==> src/rtl/gpio_pkg.sv <==
package gpio_pkg;
  localparam int ADDR_W = 8;

  localparam logic [ADDR_W-1:0] A_DOUT  = 8'h00;
  localparam logic [ADDR_W-1:0] A_DIN   = 8'h04;
  localparam logic [ADDR_W-1:0] A_DIR   = 8'h08;
  localparam logic [ADDR_W-1:0] A_DSET  = 8'h10;
  localparam logic [ADDR_W-1:0] A_DCLR  = 8'h14;
  localparam logic [ADDR_W-1:0] A_PEN   = 8'h18;
  localparam logic [ADDR_W-1:0] A_PSEL  = 8'h1C;
  localparam logic [ADDR_W-1:0] A_IEN   = 8'h20;
  localparam logic [ADDR_W-1:0] A_ISTAT = 8'h24;
  localparam logic [ADDR_W-1:0] A_IMASK = 8'h2C;
  localparam logic [ADDR_W-1:0] A_ICLR  = 8'h30;
  localparam logic [ADDR_W-1:0] A_ITYPE = 8'h34;
  localparam logic [ADDR_W-1:0] A_IBOTH = 8'h38;
  localparam logic [ADDR_W-1:0] A_ILVL  = 8'h3C;

  // per-pin trigger selection gathered from the three bit-planes
  typedef struct packed {
    logic is_level;
    logic invert;
    logic any_edge;
  } trig_cfg_t;
endpackage

==> src/rtl/gpio_sync.sv <==
module gpio_sync #(
  parameter int W      = 32,
  parameter int STAGES = 2
) (
  input  logic         clk,
  input  logic         rst_n,
  input  logic [W-1:0] d,
  output logic [W-1:0] q
);
  logic [W-1:0] stg [STAGES];

  always_ff @(posedge clk or negedge rst_n) begin
    if (!rst_n) stg[0] <= '0;
    else        stg[0] <= d;
  end

  for (genvar s = 1; s < STAGES; s++) begin : g_stage
    always_ff @(posedge clk or negedge rst_n) begin
      if (!rst_n) stg[s] <= '0;
      else        stg[s] <= stg[s-1];
    end
  end

  assign q = stg[STAGES-1];
endmodule

==> src/rtl/gpio_detect.sv <==
module gpio_detect
  import gpio_pkg::*;
#(
  parameter int N = 32
) (
  input  logic         clk,
  input  logic         rst_n,
  input  logic [N-1:0] smp,
  input  logic [N-1:0] en,
  input  logic [N-1:0] kind,
  input  logic [N-1:0] pol,
  input  logic [N-1:0] anyedge,
  output logic [N-1:0] evt
);
  logic [N-1:0] prev;

  always_ff @(posedge clk or negedge rst_n) begin
    if (!rst_n) prev <= '0;
    else        prev <= smp;
  end

  for (genvar i = 0; i < N; i++) begin : g_pin
    trig_cfg_t cfg;
    logic rise, fall, hit;
    assign cfg  = '{is_level: kind[i], invert: pol[i], any_edge: anyedge[i]};
    assign rise = smp[i] & ~prev[i];
    assign fall = ~smp[i] & prev[i];
    always_comb begin
      if (cfg.is_level)      hit = smp[i] ^ cfg.invert;
      else if (cfg.any_edge) hit = rise | fall;
      else if (cfg.invert)   hit = fall;
      else                   hit = rise;
    end
    assign evt[i] = en[i] & hit;
  end
endmodule

==> src/rtl/gpio_status.sv <==
module gpio_status #(
  parameter int N = 32
) (
  input  logic         clk,
  input  logic         rst_n,
  input  logic [N-1:0] evt,
  input  logic [N-1:0] clr,
  output logic [N-1:0] pend
);
  // a fresh event outranks an acknowledge in the same cycle
  always_ff @(posedge clk or negedge rst_n) begin
    if (!rst_n) pend <= '0;
    else        pend <= (pend & ~clr) | evt;
  end
endmodule

==> src/rtl/gpio_irq_ctrl.sv <==
module gpio_irq_ctrl
  import gpio_pkg::*;
#(
  parameter int NPINS      = 32,
  parameter int DW         = 32,
  parameter int SYNC_DEPTH = 2
) (
  input  logic              clk,
  input  logic              rst_n,
  input  logic [ADDR_W-1:0] reg_addr,
  input  logic              reg_we,
  input  logic [DW-1:0]     reg_wdata,
  output logic [DW-1:0]     reg_rdata,
  input  logic [NPINS-1:0]  pin_in,
  output logic [NPINS-1:0]  pin_out,
  output logic [NPINS-1:0]  pin_dir,
  output logic [NPINS-1:0]  pull_en,
  output logic [NPINS-1:0]  pull_sel,
  output logic              irq
);
  logic [NPINS-1:0] wbits;
  logic [NPINS-1:0] dout_q, dir_q, pen_q, psel_q;
  logic [NPINS-1:0] ien_q, imask_q, itype_q, iboth_q, ilvl_q;
  logic [NPINS-1:0] din_s, evt, clr_v, pend;

  assign wbits = reg_wdata[NPINS-1:0];

  always_ff @(posedge clk or negedge rst_n) begin
    if (!rst_n) begin
      dout_q  <= '0;
      dir_q   <= '0;
      pen_q   <= '0;
      psel_q  <= '0;
      ien_q   <= '0;
      imask_q <= '0;
      itype_q <= '0;
      iboth_q <= '0;
      ilvl_q  <= '0;
    end else if (reg_we) begin
      case (reg_addr)
        A_DOUT:  dout_q  <= wbits;
        A_DSET:  dout_q  <= dout_q | wbits;
        A_DCLR:  dout_q  <= dout_q & ~wbits;
        A_DIR:   dir_q   <= wbits;
        A_PEN:   pen_q   <= wbits;
        A_PSEL:  psel_q  <= wbits;
        A_IEN:   ien_q   <= wbits;
        A_IMASK: imask_q <= wbits;
        A_ITYPE: itype_q <= wbits;
        A_IBOTH: iboth_q <= wbits;
        A_ILVL:  ilvl_q  <= wbits;
        default: ;
      endcase
    end
  end

  assign clr_v = (reg_we && reg_addr == A_ICLR) ? wbits : '0;

  gpio_sync #(.W(NPINS), .STAGES(SYNC_DEPTH)) u_sync (
    .clk(clk), .rst_n(rst_n), .d(pin_in), .q(din_s)
  );

  gpio_detect #(.N(NPINS)) u_det (
    .clk(clk), .rst_n(rst_n), .smp(din_s), .en(ien_q),
    .kind(itype_q), .pol(ilvl_q), .anyedge(iboth_q), .evt(evt)
  );

  gpio_status #(.N(NPINS)) u_stat (
    .clk(clk), .rst_n(rst_n), .evt(evt), .clr(clr_v), .pend(pend)
  );

  always_comb begin
    case (reg_addr)
      A_DOUT:  reg_rdata = DW'(dout_q);
      A_DIN:   reg_rdata = DW'(din_s);
      A_DIR:   reg_rdata = DW'(dir_q);
      A_PEN:   reg_rdata = DW'(pen_q);
      A_PSEL:  reg_rdata = DW'(psel_q);
      A_IEN:   reg_rdata = DW'(ien_q);
      A_ISTAT: reg_rdata = DW'(pend);
      A_IMASK: reg_rdata = DW'(imask_q);
      A_ITYPE: reg_rdata = DW'(itype_q);
      A_IBOTH: reg_rdata = DW'(iboth_q);
      A_ILVL:  reg_rdata = DW'(ilvl_q);
      default: reg_rdata = '0;
    endcase
  end

  assign pin_out  = dout_q;
  assign pin_dir  = dir_q;
  assign pull_en  = pen_q;
  assign pull_sel = psel_q;
  assign irq      = |(pend & ~imask_q);
endmodule

==> config.mk <==
export PLATFORM = sky130hd
export DESIGN_NAME = gpio_irq_ctrl
export DESIGN_NICKNAME = d
export VERILOG_FILES = /design/src/rtl/gpio_pkg.sv /design/src/rtl/gpio_sync.sv /design/src/rtl/gpio_detect.sv /design/src/rtl/gpio_status.sv /design/src/rtl/gpio_irq_ctrl.sv
export SDC_FILE = /design/constraint.sdc
export NUM_CORES = 1
export LEC_CHECK = 0
export BUFFER_PORTS_ARGS = -buffer_cell sky130_fd_sc_hd__buf_4
export CORE_MARGIN = 5
export CORE_UTILIZATION = 32
export DETAILED_ROUTE_END_ITERATION = 8
export PLACE_DENSITY_LB_ADDON = 0.05
export SKIP_CTS_REPAIR_TIMING = 1
export SLEW_MARGIN = 20
export SYNTH_ARGS = -nofsm -noshare
export SYNTH_HDL_FRONTEND = slang
export SYNTH_SLANG_ARGS = --single-unit
==> constraint.sdc <==
create_clock -name clk -period 2.3 [get_ports clk]
set_clock_uncertainty 0.2 [all_clocks]
set_input_delay 0 -clock clk [delete_from_list [all_inputs] [get_ports clk]]
set_output_delay 0 -clock clk [all_outputs]
set_load 0.05 [all_outputs]
# Word-level counts from Yosys, hierarchy flattened
# Index checks and enable logic that the tools add are counted.
# op_classes
n_eq_ne	13
muxes	99
n_bitwise	232
reduce_logical	13
# ops
op	n
one-hot mux 32 bit (11 select lines)	1
AND 1 bit	96
AND 32 bit	3
2-to-1 mux 1 bit	96
inverter 32 bit	3
one-hot mux 32 bit (3 select lines)	1
inverter 1 bit	64
bitwise OR 32 bit	2
equality test 8 x 6 -> 1 bit, second input constant	7
equality test 8 x 5 -> 1 bit, second input constant	4
2-to-1 mux 32 bit	1
bitwise OR 1 bit	32
OR reduction 32 bit	1
bitwise XOR 1 bit	32
AND reduction 2 bit	9
equality test 8 x 3 -> 1 bit, second input constant	1
equality test 8 x 4 -> 1 bit, second input constant	1
zero test 8 bit	1
nonzero test 3 bit	1
logical AND 1 bit	1
# totals
regBits	416
input_bits	75
out_inout_bits	161
elab_cells	370

# Logic depth before layout (Yosys ltp)
# Gate-level depths: netlist of run 1.
# logic_depth
word_depth	7
mapped_depth	8
ltp_nobuf	6

# Hierarchy
# A second synthesis of run 1 with hierarchy kept.
# unflattened
cells_unflattened	1785
area_unflattened_um2	21026.4
# by_module_without_submodules
module	n_inst	cells_each	area_per_inst_um2	seq_area_each_um2
gpio_irq_ctrl	1	1241	14860.5	7206.9
gpio_detect	1	352	3163.0	800.8
gpio_sync	1	96	1841.8	1601.5
gpio_status	1	96	1161.1	800.8

# Least setup slack after synthesis of run 1
# No wires, ideal clock.
# synth_path
path_kind	input-to-output
from	in reg_addr[2]
to	out reg_rdata[18]
t_arrival_ps	2243
required_ps	2100
slack_ps	-143
cell_stages	6
path_buffers	2
path_cell_list	buf_2 > buf_2 > or4bb_1 > o22ai_1 > a211oi_1 > nor3_1
# synth_between
elab_chain_cells	2
elab_cells_between_ends	12
classes_between	eq/ne (10); mux (1); reduce/logical (1)
# synth_rtl
item	line_no	text
start: declaration	gpio_irq_ctrl.sv:10	input logic [ADDR_W-1:0] reg_addr,
equality test 8 x 6 -> 1 bit (tied with other cells)	gpio_irq_ctrl.sv:73	case (reg_addr)
one-hot mux 32 bit (11 select lines) *	gpio_irq_ctrl.sv:73	
end: declaration	gpio_irq_ctrl.sv:13	output logic [DW-1:0] reg_rdata,
# Every way passes the cells marked *; elsewhere a longest branch is shown, timed or not.

# Worst setup path after layout of run 1
# layout_path
from	reg u_sync.stg, in the netlist u_sync.q[27]
to	out reg_rdata[27]
# layout_between
elab_chain_cells	1
# layout_rtl
item	line_no	text
start: declaration	gpio_sync.sv:10	logic [W-1:0] stg [STAGES];
start signal: indexed assignment	gpio_sync.sv:20	else stg[s] <= stg[s-1];
one-hot mux 32 bit (11 select lines)	gpio_irq_ctrl.sv:73	
# No other way between the ends.

==> impl_metrics.env, run 1 <==
export IMPL_post_layout_nets=2323
export IMPL_die_w_um=264
export IMPL_drc=0
export IMPL_place_detailed_instances=2831
export IMPL_critical_path_top_delay_family="simple AND/OR/NAND/NOR gates"
export IMPL_register_area_share_after_synthesis_pct=50.5
export IMPL_clock_tree_root_cell="sky130_fd_sc_hd__clkbuf_16"
export IMPL_cp_slowest_stage_delay_ns=0.53
export IMPL_instances_no_fill=3079
export IMPL_highest_signal_layer="met5"
export IMPL_worst_slack_ns=-0.120
export IMPL_met1_length_um=35900
export IMPL_design_area_um2=27700
export IMPL_clk_pin_slew_worst_paths_ns=0.06
export IMPL_antenna_cells=0
export IMPL_post_synthesis_cell_area_um2=20600
export IMPL_maxCapViolCount=0
export IMPL_tritoncts_num_buffers=50
export IMPL_initial_utilization_pct=32.1
export IMPL_fmax_mhz=413
export IMPL_whs_ns=-0.0124
export IMPL_grt_overflow_total=0
export IMPL_timing_slew_headroom_pct=60.8
export IMPL_place_ws_ns=-0.305
export IMPL_totalWireLength_um=79600
export IMPL_hpwl_dp_um=55900
export IMPL_crit_path_cell_trace="mux2_2 > a32oi_1 > a21oi_1 > or4b_4 > buf_6"
export IMPL_yosys_warnings=0
export IMPL_worst_path_max_delay_cell="sky130_fd_sc_hd__or4b_4"
export IMPL_setup_worst_path_class="flip-flop to primary output"
export IMPL_power_leakage_nw=13.4
export IMPL_synthesized_netlist_cell_count=1754
export IMPL_clk_sink_count=416
export IMPL_start_kind="flip-flop"
export IMPL_share_of_layout_cells_above_drive_strength_1_pct=40.9
export IMPL_grt_setup_unrepaired="yes"
export IMPL_min_period_over_period_pct=105
export IMPL_cts_tree="built"
export IMPL_wirelength_per_cell_um=25.9
export IMPL_globalplace_congestion=0.852
export IMPL_grt_first_pass_wirelength_um=114000
export IMPL_dr_first_iter_drc_count=1155
export IMPL_design_die_area_um2=69600
export IMPL_fin_setup_tns_ns=-0.635
export IMPL_drtPass1Iterations=5
export IMPL_cp_num_buf_inv=1
export IMPL_first_global_vias=16000
export IMPL_worstPathRequired_ns=2.10
export IMPL_floorplan_io_pins=236
export IMPL_synth_seq_cells=416
export IMPL_vias_per_cell=5.24
export IMPL_post_dp_cell_area_um2=24100
export IMPL_fillers=6067
export IMPL_number_of_synthesized_flops_with_an_enable_pin=0
export IMPL_avgSynthCellArea_um2=11.8
export IMPL_power_density_over_the_cells_nw_per_um2=728
export IMPL_crit_fanout=4
export IMPL_min_path_type="input port to flip-flop"
export IMPL_timing_critical_path_arrival_ns=2.22
export IMPL_grtUsageTotal_pct=21.9
export IMPL_grt_antenna_before_repair=1
export IMPL_mappedNetlistNets=1893
export IMPL_die_h_um=264
export IMPL_worstSkewPairLatency_ns=0.59
export IMPL_min_period_ns=2.42
export IMPL_cts_path_max_buffers=3
export IMPL_setup_viol_count_final=9
export IMPL_final_antenna_net_count=0
export IMPL_detailroute_via_count=16100
export IMPL_violations_in_the_final_reports="negative hold slack, negative setup slack"
export IMPL_max_slew_worst_pin_slew_ns=0.582
export IMPL_yosysUniqueCellTypes=66
export IMPL_finalPower_mw=20.1
export IMPL_wl_met3_um=4910
export IMPL_status="finished, violations left"
export IMPL_wl_met2_um=36400
export IMPL_fp_coreArea_um2=64100
export IMPL_ys_dominant_reg_cell="sky130_fd_sc_hd__dfrtp_1"
export IMPL_syn2layout_area_growth_pct=34.3
export IMPL_synthArstFlopShare_pct=100
export IMPL_portBuffers=235
export IMPL_cts_htree_levels=2
export IMPL_timing_hold_violations_final=5
export IMPL_pin_count_of_the_biggest_net_entering_global_routing=72
export IMPL_timing_max_transition_violations_final=0
export IMPL_core_rowCount=93
export IMPL_vdd_ir_drop_worst_mv=0.439
export IMPL_cp_end_kind="primary output"
export IMPL_post_route_util_pct=43.2
## synthesized netlist by cell type, drive strengths merged (13+ instances only)
cell type / number / area [µm²]
nor3: 15 / 75.1
a22o: 42 / 368
o211ai: 15 / 113
a22oi: 40 / 300
o21ai: 79 / 395
and3: 13 / 81.3
ha: 64 / 801
o22ai: 30 / 188
nand3: 43 / 215
xor2: 32 / 280
buf: 60 / 304
inv: 100 / 375
clkbuf: 72 / 270
mux2i: 66 / 661
a21oi: 78 / 390
dfrtp: 416 / 10400
nand2: 113 / 424
nor2: 16 / 62.6
mux2: 333 / 3750
## worst register-to-register path: stages (launching register included)
cell	delay, ns
sky130_fd_sc_hd__dfrtp_1	0.42
sky130_fd_sc_hd__inv_1	0.06
sky130_fd_sc_hd__ha_1	0.19
sky130_fd_sc_hd__mux2_2	0.25
sky130_fd_sc_hd__o21ai_0	0.20
sky130_fd_sc_hd__o21ai_0	0.26
sky130_fd_sc_hd__a22o_1	0.30
## flip-flops by register name (all words and copies together), names as in the netlist
register / count
u_det.prev: 32
u_sync.stg: 32
pull_sel: 32
iboth_q: 32
ilvl_q: 32
imask_q: 32
u_sync.q: 32
pin_out: 32
pull_en: 32
itype_q: 32
ien_q: 32
u_stat.pend: 32
pin_dir: 32
## path summary, 6_finish.rpt
path / start / endpoint / slack (ns) / cells past startpoint
setup / recovery: u_sync.q[27] / reg_rdata[27] / -0.12 / 5
hold / removal: reg_addr[0] / pin_out[9] / -0.01 / 5
setup reg to reg: u_sync.q[23] / u_stat.pend[23] / 0.31 / 6
hold reg to reg: u_sync.stg[40] / u_sync.q[8] / 0.14 / 0
max in group asynchronous: rst_n / pull_sel[27] / 0.99 / 4
min in group asynchronous: rst_n / u_sync.q[7] / 0.42 / 4
## logic make-up after synthesis
group,after synthesis,share of synthesized area (%)
xor gates and xnor gates,32,1.36
DFF,416,50.5
AOI/OAI and AO/OA,352,11.5
and+or+nand+nor,256,6.39
muxes,402,21.7
adders and majority gates,64,3.89
buffers and inverters,232,4.61
## routing by layer
| layer | GRT usage [%] | vias up |
|---|---|---|
| met5 | 0 | - |
| met4 | 6.78 | 2 |
| met3 | 4.57 | 130 |
| met2 | 34.4 | 509 |
| met1 | 30.6 | 8285 |
| li1 | - | 7211 |
## layout make-up
type                            instances  area (µm²)  area share [%]
Timing Repair Buffer                  510        4470            16.1
Tap cell                              855        1070            3.86
Inverter                              100         375            1.36
Clock buffer                           70        1490            5.38
Multi-Input combinational cell       1106        9560            34.5
Clock inverter                         22         288            1.04
Sequential cell                       416       10400            37.7
## cells in the final DEF, fill, tap and decap left out, drive strengths merged, types with 42 or more instances in the layout
cell type / netlist / final
buf: 60 / 408
nand2: 113 / 113
clkbuf: 72 / 70
a21oi: 78 / 78
mux2: 333 / 333
o21ai: 79 / 79
mux2i: 66 / 66
nand3: 43 / 43
inv: 100 / 100
ha: 64 / 64
dfrtp: 416 / 416
dlygate4sd3: 0 / 102
a22o: 42 / 42
## power by group
part           total (mW)  internal (mW)  switching (mW)
clock network        8.59           5.28            3.30
registers            8.46           7.87           0.589
logic                3.10           1.30            1.80
(Power assumes the default switching activity.)
==> run 2: changes to the inputs <==
- RECOVER_POWER: default -> 25
- SYNTH_HIERARCHICAL: default -> 1
==> run 2 against run 1 <==
Effect of this change:
- the flow finishes with violations (negative setup slack)
- maximum frequency increased by 1.4%
- non-clock buffer count decreased by 50
- cell area decreased by 1.2%
- combinational power grew 6%
- largest power group is now registers
==> impl_metrics.env, run 2 <==
export IMPL_die_h_um=266
export IMPL_crit_fanout=14
export IMPL_maxCapViolCount=0
export IMPL_synthesized_netlist_cell_count=1785
export IMPL_violations_in_the_final_reports="negative setup slack"
export IMPL_design_die_area_um2=70900
export IMPL_cts_tree="built"
export IMPL_min_path_type="input port to flip-flop"
export IMPL_max_slew_worst_pin_slew_ns=0.930
export IMPL_register_area_share_after_synthesis_pct=49.5
export IMPL_totalWireLength_um=77800
export IMPL_cp_end_kind="flip-flop"
export IMPL_clkPwrFrac_pct=42.0
export IMPL_place_detailed_instances=2833
export IMPL_core_rowCount=94
export IMPL_tritoncts_num_buffers=52
export IMPL_power_density_over_the_cells_nw_per_um2=747
export IMPL_combPwrFrac_pct=16.1
export IMPL_globalplace_congestion=0.822
export IMPL_vdd_ir_drop_worst_mv=0.518
export IMPL_critical_path_reg2reg_startpoint="u_sync/q[15]"
export IMPL_post_route_util_pct=41.7
export IMPL_timing_slew_headroom_pct=38.0
export IMPL_start_kind="input port"
export IMPL_floorplan_io_pins=236
export IMPL_grt_setup_unrepaired="yes"
export IMPL_initial_utilization_pct=32.1
export IMPL_synth_top_cell_by_area="sky130_fd_sc_hd__dfrtp_1"
export IMPL_place_ws_ns=0.139
export IMPL_status="finished, violations left"
export IMPL_setup_worst_path_class="input port to flip-flop"
export IMPL_grt_antenna_before_repair=4
export IMPL_synth_area_leaders="sky130_fd_sc_hd__dfrtp_1, sky130_fd_sc_hd__mux2_2, sky130_fd_sc_hd__mux2_1"
export IMPL_worst_slack_ns=-0.0866
export IMPL_grt_busiest_layer="met2"
export IMPL_timing_hold_violations_final=0
export IMPL_dr_first_iter_drc_count=1022
export IMPL_power_leakage_nw=13.3
export IMPL_timing_max_transition_violations_final=0
export IMPL_fp_coreArea_um2=65500
export IMPL_worstSkewPairLatency_ns=0.60
export IMPL_synthArstFlopShare_pct=100
export IMPL_worstPathRequired_ns=2.58
export IMPL_instances_no_fill=3055
export IMPL_fillers=6277
export IMPL_post_dp_cell_area_um2=24200
export IMPL_grtUsageTotal_pct=21.2
export IMPL_post_synthesis_cell_area_um2=21000
export IMPL_portBuffers=235
export IMPL_share_seq_of_total_power_pct=42.0
export IMPL_multi_input_comb_area_um2=9540
export IMPL_min_period_ns=2.39
export IMPL_power_switching_fraction_pct=29.4
export IMPL_cts_htree_levels=2
export IMPL_setup_viol_count_final=7
export IMPL_min_delay_start="reg_addr[1]"
export IMPL_highest_count_cells_in_the_layout_ignoring_fill_and_taps="sky130_fd_sc_hd__dfrtp_1, sky130_fd_sc_hd__buf_4, sky130_fd_sc_hd__mux2_2"
export IMPL_ys_dominant_reg_cell="sky130_fd_sc_hd__dfrtp_1"
export IMPL_vias_per_cell=5.15
export IMPL_number_of_synthesized_flops_with_an_enable_pin=0
export IMPL_clk_sink_count=416
export IMPL_use_met1_pct=30.0
export IMPL_post_layout_nets=2289
export IMPL_design_area_um2=27300
export IMPL_total_switching_power_mw=6.00
export IMPL_met2_usage_pct=34.0
export IMPL_synth_seq_cells=416
export IMPL_syn2layout_area_growth_pct=30.0
export IMPL_fmax_mhz=419
export IMPL_detailroute_via_count=15700
export IMPL_cts_path_max_buffers=3
export IMPL_seqCellArea_um2=10400
export IMPL_wirelength_per_cell_um=25.5
export IMPL_yosys_top_cells_count="sky130_fd_sc_hd__dfrtp_1, sky130_fd_sc_hd__mux2_2, sky130_fd_sc_hd__inv_1, sky130_fd_sc_hd__mux2_1, sky130_fd_sc_hd__nand2_1"
export IMPL_clock_tree_root_cell="sky130_fd_sc_hd__clkbuf_16"
export IMPL_cell_internal_pwr_mw=14.4
export IMPL_fraction_of_synthesized_cell_area_taken_by_the_top_area_cell_type_pct=49.5
export IMPL_die_w_um=266
export IMPL_grt_overflow_total=0
export IMPL_min_period_over_period_pct=104
export IMPL_avgSynthCellArea_um2=11.8
export IMPL_timing_critical_path_arrival_ns=2.66
export IMPL_hpwl_dp_um=53300
export IMPL_mappedNetlistNets=1924
export IMPL_final_common_cell="sky130_fd_sc_hd__dfrtp_1"
export IMPL_drtPass1Iterations=5
export IMPL_yosys_warnings=6
export IMPL_worst_setup_path_startpoint="reg_we"
export IMPL_drc=0
export IMPL_final_antenna_net_count=0
export IMPL_yosysMostFrequentCell="sky130_fd_sc_hd__dfrtp_1"
export IMPL_first_global_vias=15700
export IMPL_grt_first_pass_wirelength_um=111000
export IMPL_yosysUniqueCellTypes=63
export IMPL_share_of_layout_cells_above_drive_strength_1_pct=35.6
export IMPL_grtUsageMet3_pct=3.27
export IMPL_pin_count_of_the_biggest_net_entering_global_routing=65
export IMPL_clk_pin_slew_worst_paths_ns=0.06
run 2: kinds of logic (layout without fill, tap and decap cells):
logic type	Yosys count	after routing	synth area share (%)
flip-flops	416	416	49.5
XOR/XNOR	32	32	1.33
buffers and inverters	280	682	6.09
adder cells (fa/ha/maj)	64	64	3.81
AND/OR/NAND/NOR	247	247	6.45
other	0	4	0
AO/OA/AOI/OAI	366	366	12.7
multiplexers	380	380	20.1
run 2: critical path, stage by stage:
cell	delay (ns)
sky130_fd_sc_hd__dlygate4sd3_1	0.59
sky130_fd_sc_hd__buf_4	0.16
sky130_fd_sc_hd__or4b_4	0.51
sky130_fd_sc_hd__or3_4	0.37
sky130_fd_sc_hd__buf_4	0.27
sky130_fd_sc_hd__o211ai_2	0.11
sky130_fd_sc_hd__o21ai_1	0.08
sky130_fd_sc_hd__dlygate4sd3_1	0.56
run 2: layout make-up:
cell class,instances,share of cell area (%)
Tap cell,864,3.95
Clock inverter,22,1.13
Inverter,131,1.80
Sequential cell,416,38.1
Timing Repair Buffer,460,14.7
Multi-Input combinational cell,1089,34.9
Antenna cell,4,0.0366
Clock buffer,69,5.40
run 2: power groups by stage:
stage | combinational, mW | clock [mW] | sequential [mW]
global route | 3.52 | 9.15 | 8.65
global placement | 3.00 | 0 | 8.69
floorplan | 1.30 | 0 | 9.06
CTS | 3.04 | 8.86 | 8.58
detailed placement | 3.02 | 0 | 8.70
finish | 3.28 | 8.57 | 8.58
run 2: path summary, 6_finish.rpt:
check                             endpoint  slack [ns]  cells after the start
hold reg to reg               u_sync/q[13]        0.15                      0
setup / recovery               pin_out[15]       -0.09                      8
hold / removal                 pin_out[20]       0.006                      6
min in group asynchronous      iboth_q[21]        0.67                      4
max in group asynchronous       ilvl_q[20]        0.32                      4
setup reg to reg           u_stat/pend[15]        0.50                      7
run 2: per-stage QoR:
step	power, mW	TNS, ns	hold slack, ns
2_1_floorplan	10.4	0	-0.496
3_3_place_gp	11.7	0	-0.253
3_5_place_dp	11.7	0	-0.259
4_1_cts	20.5	-0.864	-0.921
5_1_grt	21.3	-0.623	0.000737
6_report	20.4	-0.408	0.00638
run 2: routing by layer:
layer | up-vias | share of wire [%]
met5 | - | 0
met4 | 0 | 2.7
met3 | 103 | 4.7
met2 | 406 | 47
met1 | 8146 | 46
li1 | 7063 | -
==> run 3: changes to the inputs <==
- ABC_AREA: default -> 1
- CTS_BUF_LIST: default -> sky130_fd_sc_hd__clkbuf_2 sky130_fd_sc_hd__clkbuf_4 sky130_fd_sc_hd__clkbuf_8
==> run 3 against run 2 <==
Effect of this change:
- the flow finishes with violations (negative hold slack)
- worst setup slack improved by 0.16 ns
- sequential cell count did not move
- routed wire length rose by 4.2%
- maximum frequency rose by 7.0%
- clock power fell by 9.8%
- power fell by 9.8%
- non-clock buffer count rose by 53
- via count rose by 30%
- synthesized cell count rose by 59%
- register-to-register slack improved by 0.23 ns
- die area rose by 2.6%
- core utilization rose by 0.39 points
- largest power group unchanged
==> impl_metrics.env, run 3 <==
export IMPL_cell_internal_pwr_mw=13.1
export IMPL_share_seq_of_total_power_pct=44.6
export IMPL_drtPass1Iterations=6
export IMPL_highest_count_cells_in_the_layout_ignoring_fill_and_taps="sky130_fd_sc_hd__nand2_1, sky130_fd_sc_hd__dfrtp_1, sky130_fd_sc_hd__nand3_1"
export IMPL_floorplan_io_pins=236
export IMPL_worstPathRequired_ns=2.64
export IMPL_combPwrFrac_pct=13.5
export IMPL_yosys_top_cells_count="sky130_fd_sc_hd__nand2_1, sky130_fd_sc_hd__dfrtp_1, sky130_fd_sc_hd__nand3_1, sky130_fd_sc_hd__inv_1, sky130_fd_sc_hd__nor2_1"
export IMPL_clk_pin_slew_worst_paths_ns=0.06
export IMPL_synth_seq_cells=416
export IMPL_min_period_ns=2.23
export IMPL_clkPwrFrac_pct=41.9
export IMPL_start_kind="input port"
export IMPL_timing_hold_violations_final=5
export IMPL_post_layout_nets=3410
export IMPL_clock_tree_root_cell="sky130_fd_sc_hd__clkbuf_8"
export IMPL_max_slew_worst_pin_slew_ns=1.39
export IMPL_tritoncts_num_buffers=82
export IMPL_grt_first_pass_wirelength_um=117000
export IMPL_post_synthesis_cell_area_um2=21600
export IMPL_share_of_layout_cells_above_drive_strength_1_pct=15.5
export IMPL_grtUsageTotal_pct=20.5
export IMPL_first_global_vias=19000
export IMPL_synthesized_netlist_cell_count=2846
export IMPL_dr_first_iter_drc_count=1482
export IMPL_design_die_area_um2=72800
export IMPL_violations_in_the_final_reports="negative hold slack"
export IMPL_setup_viol_count_final=0
export IMPL_min_path_type="input port to flip-flop"
export IMPL_yosys_warnings=6
export IMPL_crit_fanout=2
export IMPL_cp_end_kind="flip-flop"
export IMPL_setup_worst_path_class="input port to flip-flop"
export IMPL_synth_top_cell_by_area="sky130_fd_sc_hd__dfrtp_1"
export IMPL_die_h_um=270
export IMPL_yosysUniqueCellTypes=24
export IMPL_drc=0
export IMPL_worst_path_max_delay_cell="sky130_fd_sc_hd__dlygate4sd3_1"
export IMPL_min_period_over_period_pct=96.9
export IMPL_worstSkewPairLatency_ns=0.66
export IMPL_detailroute_via_count=20400
export IMPL_core_rowCount=95
export IMPL_fraction_of_synthesized_cell_area_taken_by_the_top_area_cell_type_pct=48.2
export IMPL_number_of_synthesized_flops_with_an_enable_pin=0
export IMPL_cp_num_buf_inv=5
export IMPL_hpwl_dp_um=49700
export IMPL_synthArstFlopShare_pct=100
export IMPL_maxCapViolCount=0
export IMPL_grt_overflow_total=0
export IMPL_timing_slew_headroom_pct=7.64
export IMPL_final_common_cell="sky130_fd_sc_hd__nand2_1"
export IMPL_grt_setup_unrepaired="no"
export IMPL_fmax_mhz=449
export IMPL_cp_slowest_stage_delay_ns=0.59
export IMPL_initial_utilization_pct=32.2
export IMPL_crit_top_cell="sky130_fd_sc_hd__dlygate4sd3_1"
export IMPL_whs_ns=-0.00370
export IMPL_fillers=6866
export IMPL_critical_path_top_delay_family="buffers and inverters"
export IMPL_globalplace_congestion=0.807
export IMPL_timing_max_transition_violations_final=0
export IMPL_vdd_ir_drop_worst_mv=0.407
export IMPL_cts_tree="built"
export IMPL_fp_coreArea_um2=67000
export IMPL_pin_count_of_the_biggest_net_entering_global_routing=83
export IMPL_vias_per_cell=4.85
export IMPL_ys_dominant_reg_cell="sky130_fd_sc_hd__dfrtp_1"
export IMPL_mappedNetlistNets=2985
export IMPL_yosysMostFrequentCell="sky130_fd_sc_hd__nand2_1"
export IMPL_totalWireLength_um=81000
export IMPL_power_switching_fraction_pct=28.8
export IMPL_post_route_util_pct=42.1
export IMPL_final_antenna_net_count=0
export IMPL_timing_critical_path_arrival_ns=2.57
export IMPL_portBuffers=235
export IMPL_crit_path_cell_trace="dlygate4sd3_1 > buf_4 > dlygate4sd3_1 > nand4_1 > dlygate4sd3_1 > nand2_1 > dlygate4sd3_1"
export IMPL_power_density_over_the_cells_nw_per_um2=653
export IMPL_die_w_um=270
export IMPL_synth_area_leaders="sky130_fd_sc_hd__dfrtp_1, sky130_fd_sc_hd__nand2_1, sky130_fd_sc_hd__nand3_1"
export IMPL_clk_sink_count=416
export IMPL_total_switching_power_mw=5.32
export IMPL_cts_htree_levels=3
export IMPL_syn2layout_area_growth_pct=30.7
export IMPL_cts_path_max_buffers=3
export IMPL_wirelength_per_cell_um=19.3
export IMPL_status="finished, violations left"
export IMPL_power_leakage_nw=14.2
export IMPL_register_area_share_after_synthesis_pct=48.2
export IMPL_grt_antenna_before_repair=4
export IMPL_avgSynthCellArea_um2=7.59
[run 3: cell types whose count changed after synthesis, moves of 83 or more]
cell / delta
sky130_fd_sc_hd__nor2_1: +250
sky130_fd_sc_hd__o21ai_0: +126
sky130_fd_sc_hd__nand3_1: +373
sky130_fd_sc_hd__inv_1: +196
sky130_fd_sc_hd__mux2_1: -83
sky130_fd_sc_hd__mux2_2: -250
sky130_fd_sc_hd__nand2_1: +711
[run 3: layout make-up]
cell class	instances	area (µm²)	area share (%)
flip-flops and latches	416	10400	36.9
clock inverters	5	30.0	0.106
multi-input cells	1895	9030	32.0
diodes	2	5.00	0.0177
inverters	363	1360	4.83
repair buffers	513	4670	16.5
clock buffers	134	1640	5.82
well taps	873	1090	3.87
[run 3: final timing paths]
kind | start | to | slack (ns) | depth (start not counted)
worst max-delay path | reg_wdata[12] | pin_out[12] | 0.07 | 7
worst max register to register | u_sync/q[27] | u_stat/pend[27] | 0.73 | 9
min in group asynchronous | rst_n | pull_sel[10] | 0.30 | 4
worst min register to register | u_sync/stg[32] | u_sync/q[0] | 0.14 | 0
worst min-delay path | reg_addr[5] | iboth_q[27] | -0.004 | 8
max in group asynchronous | rst_n | ilvl_q[12] | 0.41 | 4
[run 3: per-stage QoR]
stage | TNS (ns) | power, mW | setup slack [ns] | instance area [µm²] | cells
finish | 0 | 18.4 | 0.0706 | 28200 | 4201
floorplan | 0 | 9.59 | 0.777 | 21600 | 2846
global placement | 0 | 10.5 | 0.437 | 24500 | 3850
global route | 0 | 19.3 | 0.0232 | 28200 | 4201
CTS | -0.207 | 18.5 | -0.207 | 26200 | 3989
detailed placement | 0 | 10.6 | 0.438 | 24500 | 3850
[run 3: worst reg2reg max path: stages (launching register included)]
cell	delay, ns
sky130_fd_sc_hd__dfrtp_1	0.47
sky130_fd_sc_hd__inv_1	0.11
sky130_fd_sc_hd__ha_1	0.30
sky130_fd_sc_hd__inv_1	0.04
sky130_fd_sc_hd__nand2_1	0.05
sky130_fd_sc_hd__nand2_1	0.06
sky130_fd_sc_hd__a21oi_2	0.10
sky130_fd_sc_hd__nor2_1	0.05
sky130_fd_sc_hd__inv_1	0.05
sky130_fd_sc_hd__nand2_1	0.05
[run 3: metal layers]
layer	vias to the layer above	GRT usage, %	routed length (µm)	part of all wire [%]
li1	9838	-	-	-
met1	9811	28.7	37000	46
met2	600	32.4	36900	45
met3	131	4.15	5190	6.4
met4	2	5.54	1950	2.4
met5	-	0	13	0.016
[run 3: logic make-up (layout without fill, tap and decap cells)]
family	Yosys count	after routing	share of synthesized area (%)
AO/OA/AOI/OAI	305	305	7.73
buffers and inverters	535	1015	10.3
flip-flops	416	416	48.2
adder cells (fa/ha/maj)	64	64	3.71
other	0	2	0
AND/OR/NAND/NOR	1526	1526	30.0
[run 3: power by group through the flow]
stage	sequential [mW]	clock [mW]	combinational [mW]
final	8.22	7.73	2.48
after global routing	8.27	8.34	2.73
after CTS	8.21	8.02	2.25
after detailed placement	8.33	0	2.24
after global placement	8.33	0	2.21
after floorplan	8.68	0	0.908
